==> src/rtl/mesi_pkg.sv <==
package mesi_pkg;
  typedef enum logic [2:0] {
    ST_I   = 3'd0,
    ST_S   = 3'd1,
    ST_E   = 3'd2,
    ST_M   = 3'd3,
    ST_ISE = 3'd4,
    ST_IM  = 3'd5,
    ST_SM  = 3'd6
  } line_st_t;

  typedef enum logic [1:0] {
    CMD_NONE = 2'd0,
    CMD_RD   = 2'd1,
    CMD_RDX  = 2'd2,
    CMD_UPG  = 2'd3
  } bus_cmd_t;

  function automatic logic is_wait(line_st_t s);
    return (s == ST_ISE) || (s == ST_IM) || (s == ST_SM);
  endfunction
endpackage

==> src/rtl/mesi_snoop_match.sv <==
module mesi_snoop_match #(
  parameter int ADDR_W = 26
) (
  input  logic              snp_vld,
  input  logic              snp_excl,
  input  logic [ADDR_W-1:0] snp_addr,
  input  logic [ADDR_W-1:0] line_addr,
  output logic              hit_rd,
  output logic              hit_rdx
);
  logic same_blk;
  assign same_blk = snp_vld && (snp_addr == line_addr);
  assign hit_rd   = same_blk && !snp_excl;
  assign hit_rdx  = same_blk && snp_excl;
endmodule

==> src/rtl/mesi_next_state.sv <==
module mesi_next_state
  import mesi_pkg::*;
(
  input  line_st_t cur,
  input  logic     req_ok,
  input  logic     wr,
  input  logic     gnt,
  input  logic     shared,
  input  logic     hit_rd,
  input  logic     hit_rdx,
  output line_st_t nxt,
  output logic     done_d,
  output logic     cmd_vld_d,
  output bus_cmd_t cmd_d,
  output logic     flush_d
);
  always_comb begin
    nxt       = cur;
    done_d    = 1'b0;
    cmd_vld_d = 1'b0;
    cmd_d     = CMD_NONE;
    flush_d   = 1'b0;
    unique case (cur)
      ST_I: if (req_ok) nxt = wr ? ST_IM : ST_ISE;
      ST_ISE: if (gnt) begin
        cmd_vld_d = 1'b1; cmd_d = CMD_RD; done_d = 1'b1;
        nxt = shared ? ST_S : ST_E;
      end
      ST_IM: if (gnt) begin
        cmd_vld_d = 1'b1; cmd_d = CMD_RDX; done_d = 1'b1; nxt = ST_M;
      end
      ST_SM: begin
        if (gnt) begin
          cmd_vld_d = 1'b1; cmd_d = CMD_UPG; done_d = 1'b1; nxt = ST_M;
        end else if (hit_rdx) begin
          nxt = ST_IM;
        end
      end
      ST_S: begin
        if (hit_rdx)      nxt = ST_I;
        else if (hit_rd)  nxt = ST_S;
        else if (req_ok) begin
          if (wr) nxt = ST_SM;
          else    done_d = 1'b1;
        end
      end
      ST_E: begin
        if (hit_rdx)      nxt = ST_I;
        else if (hit_rd)  nxt = ST_S;
        else if (req_ok) begin
          done_d = 1'b1;
          if (wr) nxt = ST_M;
        end
      end
      ST_M: begin
        if (hit_rdx) begin
          nxt = ST_I; flush_d = 1'b1;
        end else if (hit_rd) begin
          nxt = ST_S; flush_d = 1'b1;
        end else if (req_ok) begin
          done_d = 1'b1;
        end
      end
      default: nxt = ST_I;
    endcase
  end
endmodule

==> src/rtl/mesi_line_ctrl.sv <==
module mesi_line_ctrl
  import mesi_pkg::*;
#(
  parameter int ADDR_W = 26
) (
  input  logic              clk,
  input  logic              rst,
  input  logic [ADDR_W-1:0] line_addr,
  input  logic              cpu_req,
  input  logic              cpu_wr,
  output logic              cpu_done,
  output logic              bus_req,
  input  logic              bus_gnt,
  input  logic              bus_shared,
  output logic              bus_cmd_vld,
  output logic [1:0]        bus_cmd,
  input  logic              snp_vld,
  input  logic              snp_excl,
  input  logic [ADDR_W-1:0] snp_addr,
  output logic              flush,
  output logic [2:0]        line_state
);
  line_st_t st_q, st_d;
  logic     hit_rd, hit_rdx, req_ok;
  logic     done_d, cmd_vld_d, flush_d;
  bus_cmd_t cmd_d, cmd_q;

  mesi_snoop_match #(.ADDR_W(ADDR_W)) u_match (
    .snp_vld(snp_vld), .snp_excl(snp_excl), .snp_addr(snp_addr),
    .line_addr(line_addr), .hit_rd(hit_rd), .hit_rdx(hit_rdx)
  );

  assign req_ok = cpu_req && !cpu_done;

  mesi_next_state u_ns (
    .cur(st_q), .req_ok(req_ok), .wr(cpu_wr), .gnt(bus_gnt),
    .shared(bus_shared), .hit_rd(hit_rd), .hit_rdx(hit_rdx),
    .nxt(st_d), .done_d(done_d), .cmd_vld_d(cmd_vld_d),
    .cmd_d(cmd_d), .flush_d(flush_d)
  );

  always_ff @(posedge clk) begin
    if (rst) begin
      st_q        <= ST_I;
      cpu_done    <= 1'b0;
      bus_cmd_vld <= 1'b0;
      cmd_q       <= CMD_NONE;
      flush       <= 1'b0;
    end else begin
      st_q        <= st_d;
      cpu_done    <= done_d;
      bus_cmd_vld <= cmd_vld_d;
      cmd_q       <= cmd_d;
      flush       <= flush_d;
    end
  end

  assign bus_req    = is_wait(st_q);
  assign bus_cmd    = cmd_q;
  assign line_state = st_q;

  // a flush only follows a cycle spent in modified
  a_r7_flush_from_m: assert property (@(posedge clk) disable iff (rst)
    flush |-> $past(st_q) == ST_M);
  // a command only follows a granted, pending request
  a_r12_cmd_needs_req: assert property (@(posedge clk) disable iff (rst)
    bus_cmd_vld |-> ($past(bus_req) && $past(bus_gnt)));
  // an upgrade is only issued from upgrade pending
  a_r4_upg_from_sm: assert property (@(posedge clk) disable iff (rst)
    (bus_cmd_vld && bus_cmd == CMD_UPG) |-> $past(st_q) == ST_SM);
  // silent write in exclusive
  a_r5_silent_write: assert property (@(posedge clk) disable iff (rst)
    (st_q == ST_E && cpu_req && cpu_wr && !cpu_done && !snp_vld)
      |=> (st_q == ST_M && !bus_cmd_vld && cpu_done));
  // conflicting read-for-ownership redirects a pending upgrade
  a_r9_upg_redirect: assert property (@(posedge clk) disable iff (rst)
    (st_q == ST_SM && !bus_gnt && hit_rdx) |=> st_q == ST_IM);
  // completion always leaves a stable valid state
  a_r4_done_stable: assert property (@(posedge clk) disable iff (rst)
    cpu_done |-> (st_q == ST_M || st_q == ST_E || st_q == ST_S));
endmodule

==> config.mk <==
export PLATFORM = sky130hd
export DESIGN_NAME = mesi_line_ctrl
export DESIGN_NICKNAME = d
export VERILOG_FILES = /design/src/rtl/mesi_pkg.sv /design/src/rtl/mesi_snoop_match.sv /design/src/rtl/mesi_next_state.sv /design/src/rtl/mesi_line_ctrl.sv
export SDC_FILE = /design/constraint.sdc
export NUM_CORES = 1
export LEC_CHECK = 0
export ABC_AREA = 1
export BUFFER_PORTS_ARGS = -buffer_cell sky130_fd_sc_hd__buf_4
export CORE_MARGIN = 2
export CORE_UTILIZATION = 40
export CTS_BUF_LIST = sky130_fd_sc_hd__clkbuf_4 sky130_fd_sc_hd__clkbuf_8 sky130_fd_sc_hd__clkbuf_16
export DETAILED_ROUTE_END_ITERATION = 8
export HOLD_SLACK_MARGIN = 0.15
export PLACE_DENSITY = 0.75
export REMOVE_ABC_BUFFERS = 1
export SLEW_MARGIN = 0
export SYNTH_ARGS = -nofsm -noshare
export SYNTH_HDL_FRONTEND = slang
export SYNTH_SLANG_ARGS = --single-unit
==> constraint.sdc <==
create_clock -name clk -period 1.2 [get_ports clk]
set_input_delay 0.06 -clock clk [delete_from_list [all_inputs] [get_ports clk]]
set_output_delay 0.06 -clock clk [all_outputs]
set_load 0.05 [all_outputs]
==> reports/results.ini, run 1 <==
[pwr]
clkPwrFrac_pct=8.5
pwr_density_cell_mw_per_mm2=1210
swShare_pct=49.5
seq_power_share_pct=16.4
power.share.combinational_pct=75.1
vdd.ir_drop.worst_mv=0.667
power.static_leakage_nw=1.40
power_switching_w=0.00132
p_int_w=0.00134

[yosys]
synthCells=290
post_synth_xor_area_fraction_pct=0.662
synth_simple_gate_area_share_pct=59.7
syn_area_mm2=0.00132
dominant_combinational_cell_family_by_area_after_synthesis=simple AND/OR/NAND/NOR gates
synthMuxAreaShare_pct=0
synth.ff_latch_count=8
synth_compound_area_share_pct=6.15
synth.yosys.warnings=0
synth_area_per_cell_um2=4.56
sequential_cell_area_fraction_in_the_yosys_report_pct=12.1
netlist-cell-type-count=21
synth-adder-area-share_pct=0

[outcome]
result_of_the_run=finished with violations
failed_checks=setup timing

[layout]
n_antenna_cell=0
layout.cells.most_common=nand2_1
area_growth_pct=65.5
finalNetCount=442
post_route_cells_drive_above_1_share_pct=35.0
final_area_mm2=0.00219
stdcell_count=424
share_of_the_core_filled_with_cells_pct=70.5
layout.cells.most_common_list=nand2_1 (122), buf_4 (83), inv_1 (63), nor2_1 (31), nand3_1 (11)

[floorplan]
die-height_um=61.5
rows=20
core-area_mm2=0.00310
floorplan.initialDensity_pct=42.6
die-area_mm2=0.00378
num_io_pins=69
die_x_um=61.5

[run]
drv_cap=0

[clock_tree]
clock-sinks=8
cts_root_buf=clkbuf_4
cts.htree.levels=1
clock_path_buffers=2
clk-insertion-delay-late_ns=0.27
clk_pin_slew_ns=0.06
tritoncts_clock_tree=done
cts_made_buffers=3

[placement]
detailed_place_hpwl_mm=3.29
dpl.cell_count=416
placed_area_mm2=0.00200
placement.io_buffers=68
gp_routability_congestion=0.895

[sta]
layout_setup_ws_ns=-0.128
maxSlewViolCount=0
maxSlewHeadroom_pct=82.8
period_needed_ns=1.33
report.final.setup_viol=5
fmax_mhz=753
slew_at_the_pin_closest_to_its_max_slew_limit_ns=0.256
finalClockSkew_ns=0.00518
hold_violations=0
setup_repair_after_global_routing_missed_its_margin=yes
post-route-period-util_pct=111

[worst_setup_path]
crit_arrival_ns=1.27
critPathCaptureType=output pin
cp_slowest_cell=dfxtp_4
start_kind=flop
critical_path_peak_fanout=4
cp_data_required_time_ns=1.14
timing.critical_path.slowest_cell_delay_ns=0.37
timing_worst_setup_path_type=flop to output pin
timing.critical_path.cells=inv_4, nand2_4, nor2_4, buf_6, nor2_2, inv_2, buf_8
reg2regPathDepth=10

[detailed_routing]
vias_per_cell=4.39
firstDrtPassIters=4
drt_drc_violations_left=0
routed-via-count=1861
postRouteWirelength_mm=4.10
detail-route-antenna-nets=0
routed_wire_length_per_instance_um=9.68
drt-initial-drc-count=106

[min_path]
min_path_cells=5
min_path_type=primary input to flop

[global_route]
grt_pass1_vias=1658
gr-usage-all-layers_pct=22.4
grt_start_max_net_pins=8
grt_antenna_before_repair=0
first_pass_grt_wire_length_mm=6.56
global_route.overflow_total=0

## cell families after synthesis
family	count (synthesis)
AOI/OAI and AO/OA	13
and+or+nand+nor	193
buffers and inverters	75
xor gates and xnor gates	1
DFF	8
## what timing repair did
item,CTS,global route
hold buffers,2,0
pin swaps,3,9
buffers inserted,2,1
hold endpoints to repair,8,0
setup endpoints to repair,7,7
resized for setup,22,20
## state kept, by name (all words and copies together), names as in the netlist
| signal | flops |
|---|---|
| cpu_done | 1 |
| bus_cmd_vld | 1 |
| line_state | 3 |
| bus_cmd | 2 |
| flush | 1 |
## per-stage QoR
step | total power [W] | worst slack, ns | TNS [ns] | hold slack (ns)
2_1_floorplan | 0.00139 | -0.609 | -3.29 | 0.129
3_3_place_gp | 0.00202 | -0.221 | -0.808 | 0.269
3_5_place_dp | 0.00204 | -0.232 | -0.893 | 0.271
4_1_cts | 0.00246 | -0.104 | -0.402 | 0.178
5_1_grt | 0.00286 | -0.223 | -0.984 | 0.233
6_report | 0.00266 | -0.128 | -0.394 | 0.178
## critical path, delay by kind of cell, from the launching register on
kind                   cells  cell delay [ns]
AND/OR/NAND/NOR            3             0.22
flip-flops                 1             0.37
buffers and inverters      4             0.40
## area by class of cell
type,count,area [um2]
fillers,293,915
repair buffers,88,683
flip-flops and latches,8,171
clock buffers,3,22.5
multi-input cells,207,968
inverters,74,288
well taps,44,55.1
## power groups by stage
stage	registers [W]	logic (W)	clock network (W)
after global placement	0.000376	0.00164	0
after CTS	0.000409	0.00183	0.000226
after global routing	0.000441	0.00218	0.000238
after detailed placement	0.000377	0.00167	0
after floorplan	0.000571	0.000815	0
final	0.000436	0.00199	0.000226
## layer usage
| metal | wire (um) | vias to the layer above | share of wire (%) | GRT usage (%) |
|---|---|---|---|---|
| met4 | 12 | 0 | 0.29 | 3.04 |
| met2 | 1980 | 66 | 48 | 39.5 |
| met5 | 0 | - | 0 | 0 |
| met1 | 1880 | 776 | 46 | 29.1 |
| met3 | 232 | 2 | 5.7 | 3.57 |
| li1 | - | 1017 | - | - |
## path summary, 6_finish.rpt
kind         slack (ns)     startpoint            end
max reg2reg       -0.09  line_state[1]  line_state[0]
min                0.18        cpu_req       cpu_done
max               -0.13  line_state[0]        bus_req
min reg2reg        0.56       cpu_done       cpu_done
## Yosys cell counts
cell type    n  area share (%)
o21ai_2      1            0.66
o21ai_0      4             1.5
a22o_1       1            0.66
nand2_1    127              36
nor3_1       1            0.38
dfxtp_1      8              12
xnor2_1      1            0.66
o32ai_1      1            0.66
nor4_1       1            0.47
buf_2        1            0.38
a21oi_1      4             1.5
nand2_2      2            0.95
inv_2        7             2.0
nand3_1     14             5.3
nand3_2      3             2.3
a22oi_1      1            0.57
nor2_4       1            0.85
o21bai_1     1            0.57
nor2_1      39              11
nor2_2       5             2.4
inv_1       67              19
(Power assumes the default switching activity.)
==> run 2, diff against run 1 <==
PLACE_DENSITY = 0.72   (was 0.75)
clock period = 1.4 ns   (was 1.2 ns; I/O delays follow)
==> reports/results.ini, run 2 (synthesis gave the netlist of run 1 again) <==
[outcome]
result_of_the_run=finished with violations
failed_checks=DRC

[global_route]
global_route.overflow_total=0  ; unchanged
first_pass_grt_wire_length_mm=6.08  ; -7.3%
globalRouteMet2Util_pct=37.1  ; -2.4 points
grt_start_max_net_pins=8  ; unchanged
global_route.usage.met1_pct=26.9  ; -2.3 points
gr-max-usage-layer=met2
grt_pass1_vias=1539  ; -7.2%
gr-usage-all-layers_pct=21.0  ; -1.3 points
gr-usage-met3_pct=4.41  ; +0.84 points
grt_antenna_before_repair=0  ; unchanged

[worst_setup_path]
crit_arrival_ns=1.47  ; +0.20 ns
timing.critical_path.cells=inv_4, nand2_4, nor2_4, nand2_1, inv_1, nand2_1, nand2_2, buf_4, nor2_4, nor2_1, nor2_1
timing.critical_path.slowest_cell_delay_ns=0.37  ; about the same
worst_r2r_startpoint=line_state[0]
timing_worst_setup_path_type=flop to flop
critPathCaptureType=flop
start_kind=flop
critical_path_peak_fanout=6  ; +2
cp_data_required_time_ns=1.55  ; +0.41 ns
reg_to_reg_critical_path_endpoint=line_state[0]
cp_slowest_cell=dfxtp_4
reg2regPathDepth=11  ; +1
rrSetupSlack_ns=0.09  ; +0.18 ns

[placement]
detailed_place_hpwl_mm=3.26  ; -0.72%
placement.io_buffers=68  ; unchanged
dpl.cell_count=409  ; -1.7%
gp_routability_congestion=0.890  ; -0.56%

[detailed_routing]
firstDrtPassIters=6  ; +2
drt-initial-drc-count=87  ; -18%
vias_per_cell=4.35  ; -1.0%
detail-route-antenna-nets=0  ; unchanged
routed-via-count=1799  ; -3.3%
drt_drc_violations_left=2  ; +2
postRouteWirelength_mm=3.92  ; -4.4%
routed_wire_length_per_instance_um=9.48  ; -2.1%

[layout]
share_of_the_core_filled_with_cells_pct=66.8  ; -3.8 points
n_antenna_cell=0  ; unchanged
post_route_cells_drive_above_1_share_pct=30.8  ; -4.2 points
finalNetCount=432  ; -2.3%
layout.cells.most_common=nand2_1
largest_reg_flops=3  ; unchanged
layout.cells.most_common_list=nand2_1 (125), buf_4 (75), inv_1 (64), nor2_1 (34), nand3_1 (12)
num-fill-cells=325  ; +11%
area_growth_pct=56.7
stdcell_count=414  ; -2.4%

[floorplan]
core-area_mm2=0.00310  ; unchanged
die_x_um=61.5  ; unchanged
die-height_um=61.5  ; unchanged
floorplan.initialDensity_pct=42.6  ; unchanged
rows=20  ; unchanged
num_io_pins=69  ; unchanged
die-area_mm2=0.00378  ; unchanged

[min_path]
holdCritStartpoint=cpu_req
min_path_type=primary input to flop
min_delay_worst_endpoint=cpu_done
min_path_cells=5  ; unchanged

[sta]
maxSlewHeadroom_pct=81.8  ; -1.0 points
maxSlewViolCount=0  ; unchanged
slew_at_the_pin_closest_to_its_max_slew_limit_ns=0.271  ; +0.0156 ns
setup-tns-final_ns=0  ; +0.394 ns
report.final.setup_viol=0  ; -5
period_needed_ns=1.31
timing.hold.ws_ns=0.173  ; -0.00488 ns
post-route-period-util_pct=93.8
finalClockSkew_ns=0.00132  ; -0.00386 ns
hold_violations=0  ; unchanged
fmax_mhz=762

[clock_tree]
cts_made_buffers=3  ; unchanged
clk_pin_slew_ns=0.06  ; about the same
cts_root_buf=clkbuf_4
tritoncts_clock_tree=done
clk-insertion-delay-late_ns=0.25  ; -0.02 ns
clock_path_buffers=2  ; unchanged
cts.htree.levels=1  ; unchanged
clock-sinks=8  ; unchanged

[pwr]
power.static_leakage_nw=1.33  ; -4.5%
vdd.ir_drop.worst_mv=0.461  ; -31%
pwr_density_cell_mw_per_mm2=987  ; -19%

[run]
drv_cap=0  ; unchanged

run 2: cell types whose count changed in the layout (fill, tap and decap cells not counted), moves of 3 or more:
cell,change
buf_4,-8
nand2_1,+3
nand2_2,-3
nor2_1,+3
nor2_2,-3
run 2: area by class of cell:
| cell class | count | area, um2 | share of cell area, % |
|---|---|---|---|
| clock buffer | 3 | 22.5 | 1.09 |
| multi-input combinational | 207 | 943 | 45.5 |
| sequential | 8 | 169 | 8.15 |
| timing repair buffer | 78 | 594 | 28.7 |
| tap | 44 | 55.1 | 2.66 |
| inverter | 74 | 288 | 13.9 |
run 2: repair_timing:
action	in CTS	in global routing
hold buffers	2	0
resized for setup	3	25
endpoints found under the hold margin	8	0
endpoints found under the setup margin	1	6
setup buffers	0	1
pin swaps	0	7
cloned	0	0
run 2: metal layers:
| metal | vias up | wire length, um |
|---|---|---|
| li1 | 1001 | - |
| met2 | 61 | 1850 |
| met4 | 0 | 30 |
| met3 | 5 | 257 |
| met5 | - | 0 |
| met1 | 732 | 1780 |
run 2: report_power, final:
part | switching (W) | internal, W
clock | 0.0000855 | 0.0000986
combinational | 0.000881 | 0.000609
sequential | 0.0000780 | 0.000292
total | 0.00104 | 0.00100
run 2: how the worst max path moves through the flow:
stage | start | slack (ns) | to
final | line_state[0] | 0.09 | line_state[0]
after detailed placement | snp_addr[8] | -0.06 | line_state[2]
after CTS | line_state[0] | 0.01 | bus_req
after global routing | line_state[1] | -0.03 | line_state[1]
after floorplan | line_state[1] | -0.41 | bus_cmd[1]
after global placement | snp_addr[8] | -0.03 | line_state[0]
run 2: metrics by stage:
stage	power [W]	cell area [um2]	setup slack, ns
after floorplan	0.00119	1320	-0.409
after global placement	0.00164	1940	-0.0339
after detailed placement	0.00165	1940	-0.0605
after CTS	0.00186	1990	0.0135
after global routing	0.00221	2070	-0.0277
final	0.00204	2070	0.0870
run 2: critical path: cells and delay by family, from the launching register on:
| kind | cells | cell delay (ns) |
|---|---|---|
| AND/OR/NAND/NOR | 8 | 0.57 |
| buffers and inverters | 3 | 0.27 |
| flip-flops | 1 | 0.37 |
==> run 3, diff against run 2 <==
PLACE_DENSITY = 0.77   (was 0.72)
SYNTH_HIERARCHICAL = 1   (was unset)
==> reports/results.ini, run 3 <==
[worst_setup_path]
critPathCaptureType=output pin
critical_path_peak_fanout=5  ; -1
start_kind=flop
crit_arrival_ns=1.17  ; -0.30 ns
cp_data_required_time_ns=1.33  ; -0.22 ns
timing_worst_setup_path_type=flop to output pin

[yosys]
number_of_synthesized_flops_with_an_enable_pin=0  ; unchanged
synth_top_area_share_pct=26.4  ; -9.6 points
dominantRegCellSynth=dfxtp_1
sequential_cell_area_fraction_in_the_yosys_report_pct=15.4  ; +3.3 points
async_reset_ff_share_pct=0  ; unchanged
synthCells=213  ; -27%
synth_top_cell_by_area=nand2_1
synth_area_per_cell_um2=4.87  ; +6.8%
synth.ff_latch_count=8  ; unchanged
synth_top_cells_by_count=nand2_1 (73), inv_1 (55), nor2_1 (31)
syn_area_mm2=0.00104  ; -22%
synth.yosys.warnings=6  ; +6
yosys-top-cells-area=nand2_1 (26%), inv_1 (20%), dfxtp_1 (15%)
netlist-cell-type-count=19  ; -9.5%
most_frequently_used_cell_type_in_the_post_synthesis_netlist=nand2_1

[sta]
maxSlewViolCount=0  ; unchanged
maxSlewHeadroom_pct=80.3  ; -1.5 points
period_needed_ns=1.24  ; -0.0725 ns
hold_violations=0  ; unchanged
slew_at_the_pin_closest_to_its_max_slew_limit_ns=0.295  ; +0.0237 ns
report.final.setup_viol=0  ; unchanged
timing.hold.ws_ns=0.186  ; +0.0130 ns
fmax_mhz=806  ; +5.8%
setup-tns-final_ns=0  ; unchanged
finalClockSkew_ns=0.00886  ; +0.00754 ns
post-route-period-util_pct=88.6  ; -5.2 points

[clock_tree]
cts.htree.levels=1  ; unchanged
clock_path_buffers=2  ; unchanged
clk_pin_slew_ns=0.06  ; about the same
cts_made_buffers=3  ; unchanged
clock-sinks=8  ; unchanged
tritoncts_clock_tree=done
cts_root_buf=clkbuf_4
clk-insertion-delay-late_ns=0.26  ; about the same

[placement]
dpl.cell_count=312  ; -24%
placement.io_buffers=68  ; unchanged
detailed_place_hpwl_mm=2.26  ; -31%
placed_area_mm2=0.00159  ; -18%
gp_routability_congestion=0.925  ; +4.0%

[floorplan]
die-height_um=54.9  ; -11%
die-area_mm2=0.00302  ; -20%
rows=18  ; -10%
core-area_mm2=0.00248  ; -20%
die_x_um=54.9  ; -11%
floorplan.initialDensity_pct=41.9  ; -0.75 points
num_io_pins=69  ; unchanged

[global_route]
gr-usage-all-layers_pct=18.4  ; -2.6 points
global_route.overflow_total=0  ; unchanged
grt_antenna_before_repair=0  ; unchanged
first_pass_grt_wire_length_mm=4.20  ; -31%
grt_start_max_net_pins=9  ; +1
grt_pass1_vias=1144  ; -26%

[outcome]
result_of_the_run=finished, final reports clean

[detailed_routing]
detail-route-antenna-nets=0  ; unchanged
drt_drc_violations_left=0  ; -2
routed_wire_length_per_instance_um=8.23  ; -13%
routed-via-count=1339  ; -26%
postRouteWirelength_mm=2.61  ; -33%
firstDrtPassIters=4  ; -2
drt-initial-drc-count=26  ; -70%
vias_per_cell=4.22  ; -2.8%

[layout]
post_route_cells_drive_above_1_share_pct=31.7  ; +0.90 points
finalNetCount=349  ; -19%
area_growth_pct=58.1
n_antenna_cell=0  ; unchanged
largest_reg_flops=3  ; unchanged
stdcell_count=317  ; -23%
layout.cells.most_common=nand2_1
num-fill-cells=258  ; -21%
final_area_mm2=0.00164  ; -21%
layout.cells.most_common_list=nand2_1 (73), buf_4 (71), inv_1 (55), nor2_1 (30), dfxtp_1 (8)

[pwr]
power.static_leakage_nw=1.03  ; -23%
pwr_density_cell_mw_per_mm2=696  ; -29%
power.total_w=0.00114  ; -44%
vdd.ir_drop.worst_mv=0.700  ; +52%

[run]
drv_cap=0  ; unchanged

[min_path]
min_path_type=primary input to flop

-- run 3: cell types whose count changed in the layout (fill, tap and decap cells not counted), moves of 4 or more --
| cell | change |
|---|---|
| nor2_4 | -4 |
| nand4_1 | +4 |
| nand3_2 | -5 |
| buf_4 | -4 |
| o21ai_0 | -4 |
| nor2_1 | -4 |
| nand2_1 | -52 |
| inv_2 | -4 |
| nand3_1 | -6 |
| o21ai_1 | +7 |
| inv_1 | -9 |
-- run 3: worst max-delay path: stages, from the launching register on --
cell     delay (ns)
dfxtp_1        0.40
buf_4          0.16
inv_1          0.04
a21oi_1        0.11
buf_4          0.21
-- run 3: repair_timing --
| action | in CTS | in global routing |
|---|---|---|
| hold buffers | 2 | 0 |
| gates resized for setup | 0 | 3 |
| setup endpoints to repair | 0 | 5 |
| setup buffers | 0 | 0 |
| hold endpoints to repair | 8 | 0 |
-- run 3: cells by family (layout without fill, tap and decap cells) --
logic type             after synthesis  in the layout  share of synthesized area [%]
AND/OR/NAND/NOR                    130            130                           52.7
buffers and inverters               62            136                           23.9
AO/OA/AOI/OAI                        9              9                           4.58
flip-flops                           8              8                           15.4
XOR/XNOR                             4              4                           3.38
-- run 3: power breakdown --
part | internal, W | total, W | switching [W]
registers | 0.000256 | 0.000292 | 0.0000365
logic | 0.000291 | 0.000671 | 0.000380
clock network | 0.0000982 | 0.000179 | 0.0000805
-- run 3: cell type report --
| class | count | area (um2) | share of cell area, % |
|---|---|---|---|
| multi-input cells | 143 | 642 | 39.1 |
| repair buffers | 73 | 553 | 33.7 |
| inverters | 60 | 225 | 13.7 |
| flip-flops and latches | 8 | 160 | 9.76 |
| well taps | 30 | 37.5 | 2.29 |
| clock buffers | 3 | 22.5 | 1.37 |
-- run 3: per-layer routing --
metal	vias up	share of wire (%)	global-route usage [%]
met5	-	0	0
met4	0	1.6	2.85
met3	4	7.0	4.03
met2	46	47	32.3
met1	530	44	23.4
li1	759	-	-
-- run 3: path summary, 6_finish.rpt --
kind | depth (start not counted) | slack (ns) | startpoint | end
max | 4 | 0.16 | line_state[2] | bus_req
min | 6 | 0.19 | bus_shared | line_state[1]
max reg2reg | 7 | 0.20 | cpu_done | cpu_done
min reg2reg | 3 | 0.61 | line_state[2] | flush
-- run 3: per-stage QoR --
step | util [%] | worst slack, ns
after floorplan | - | -0.336
after global placement | 64.0 | -0.0623
after detailed placement | 64.0 | -0.103
after CTS | 65.7 | 0.145
after global routing | 66.2 | -0.0180
final | 66.2 | 0.159
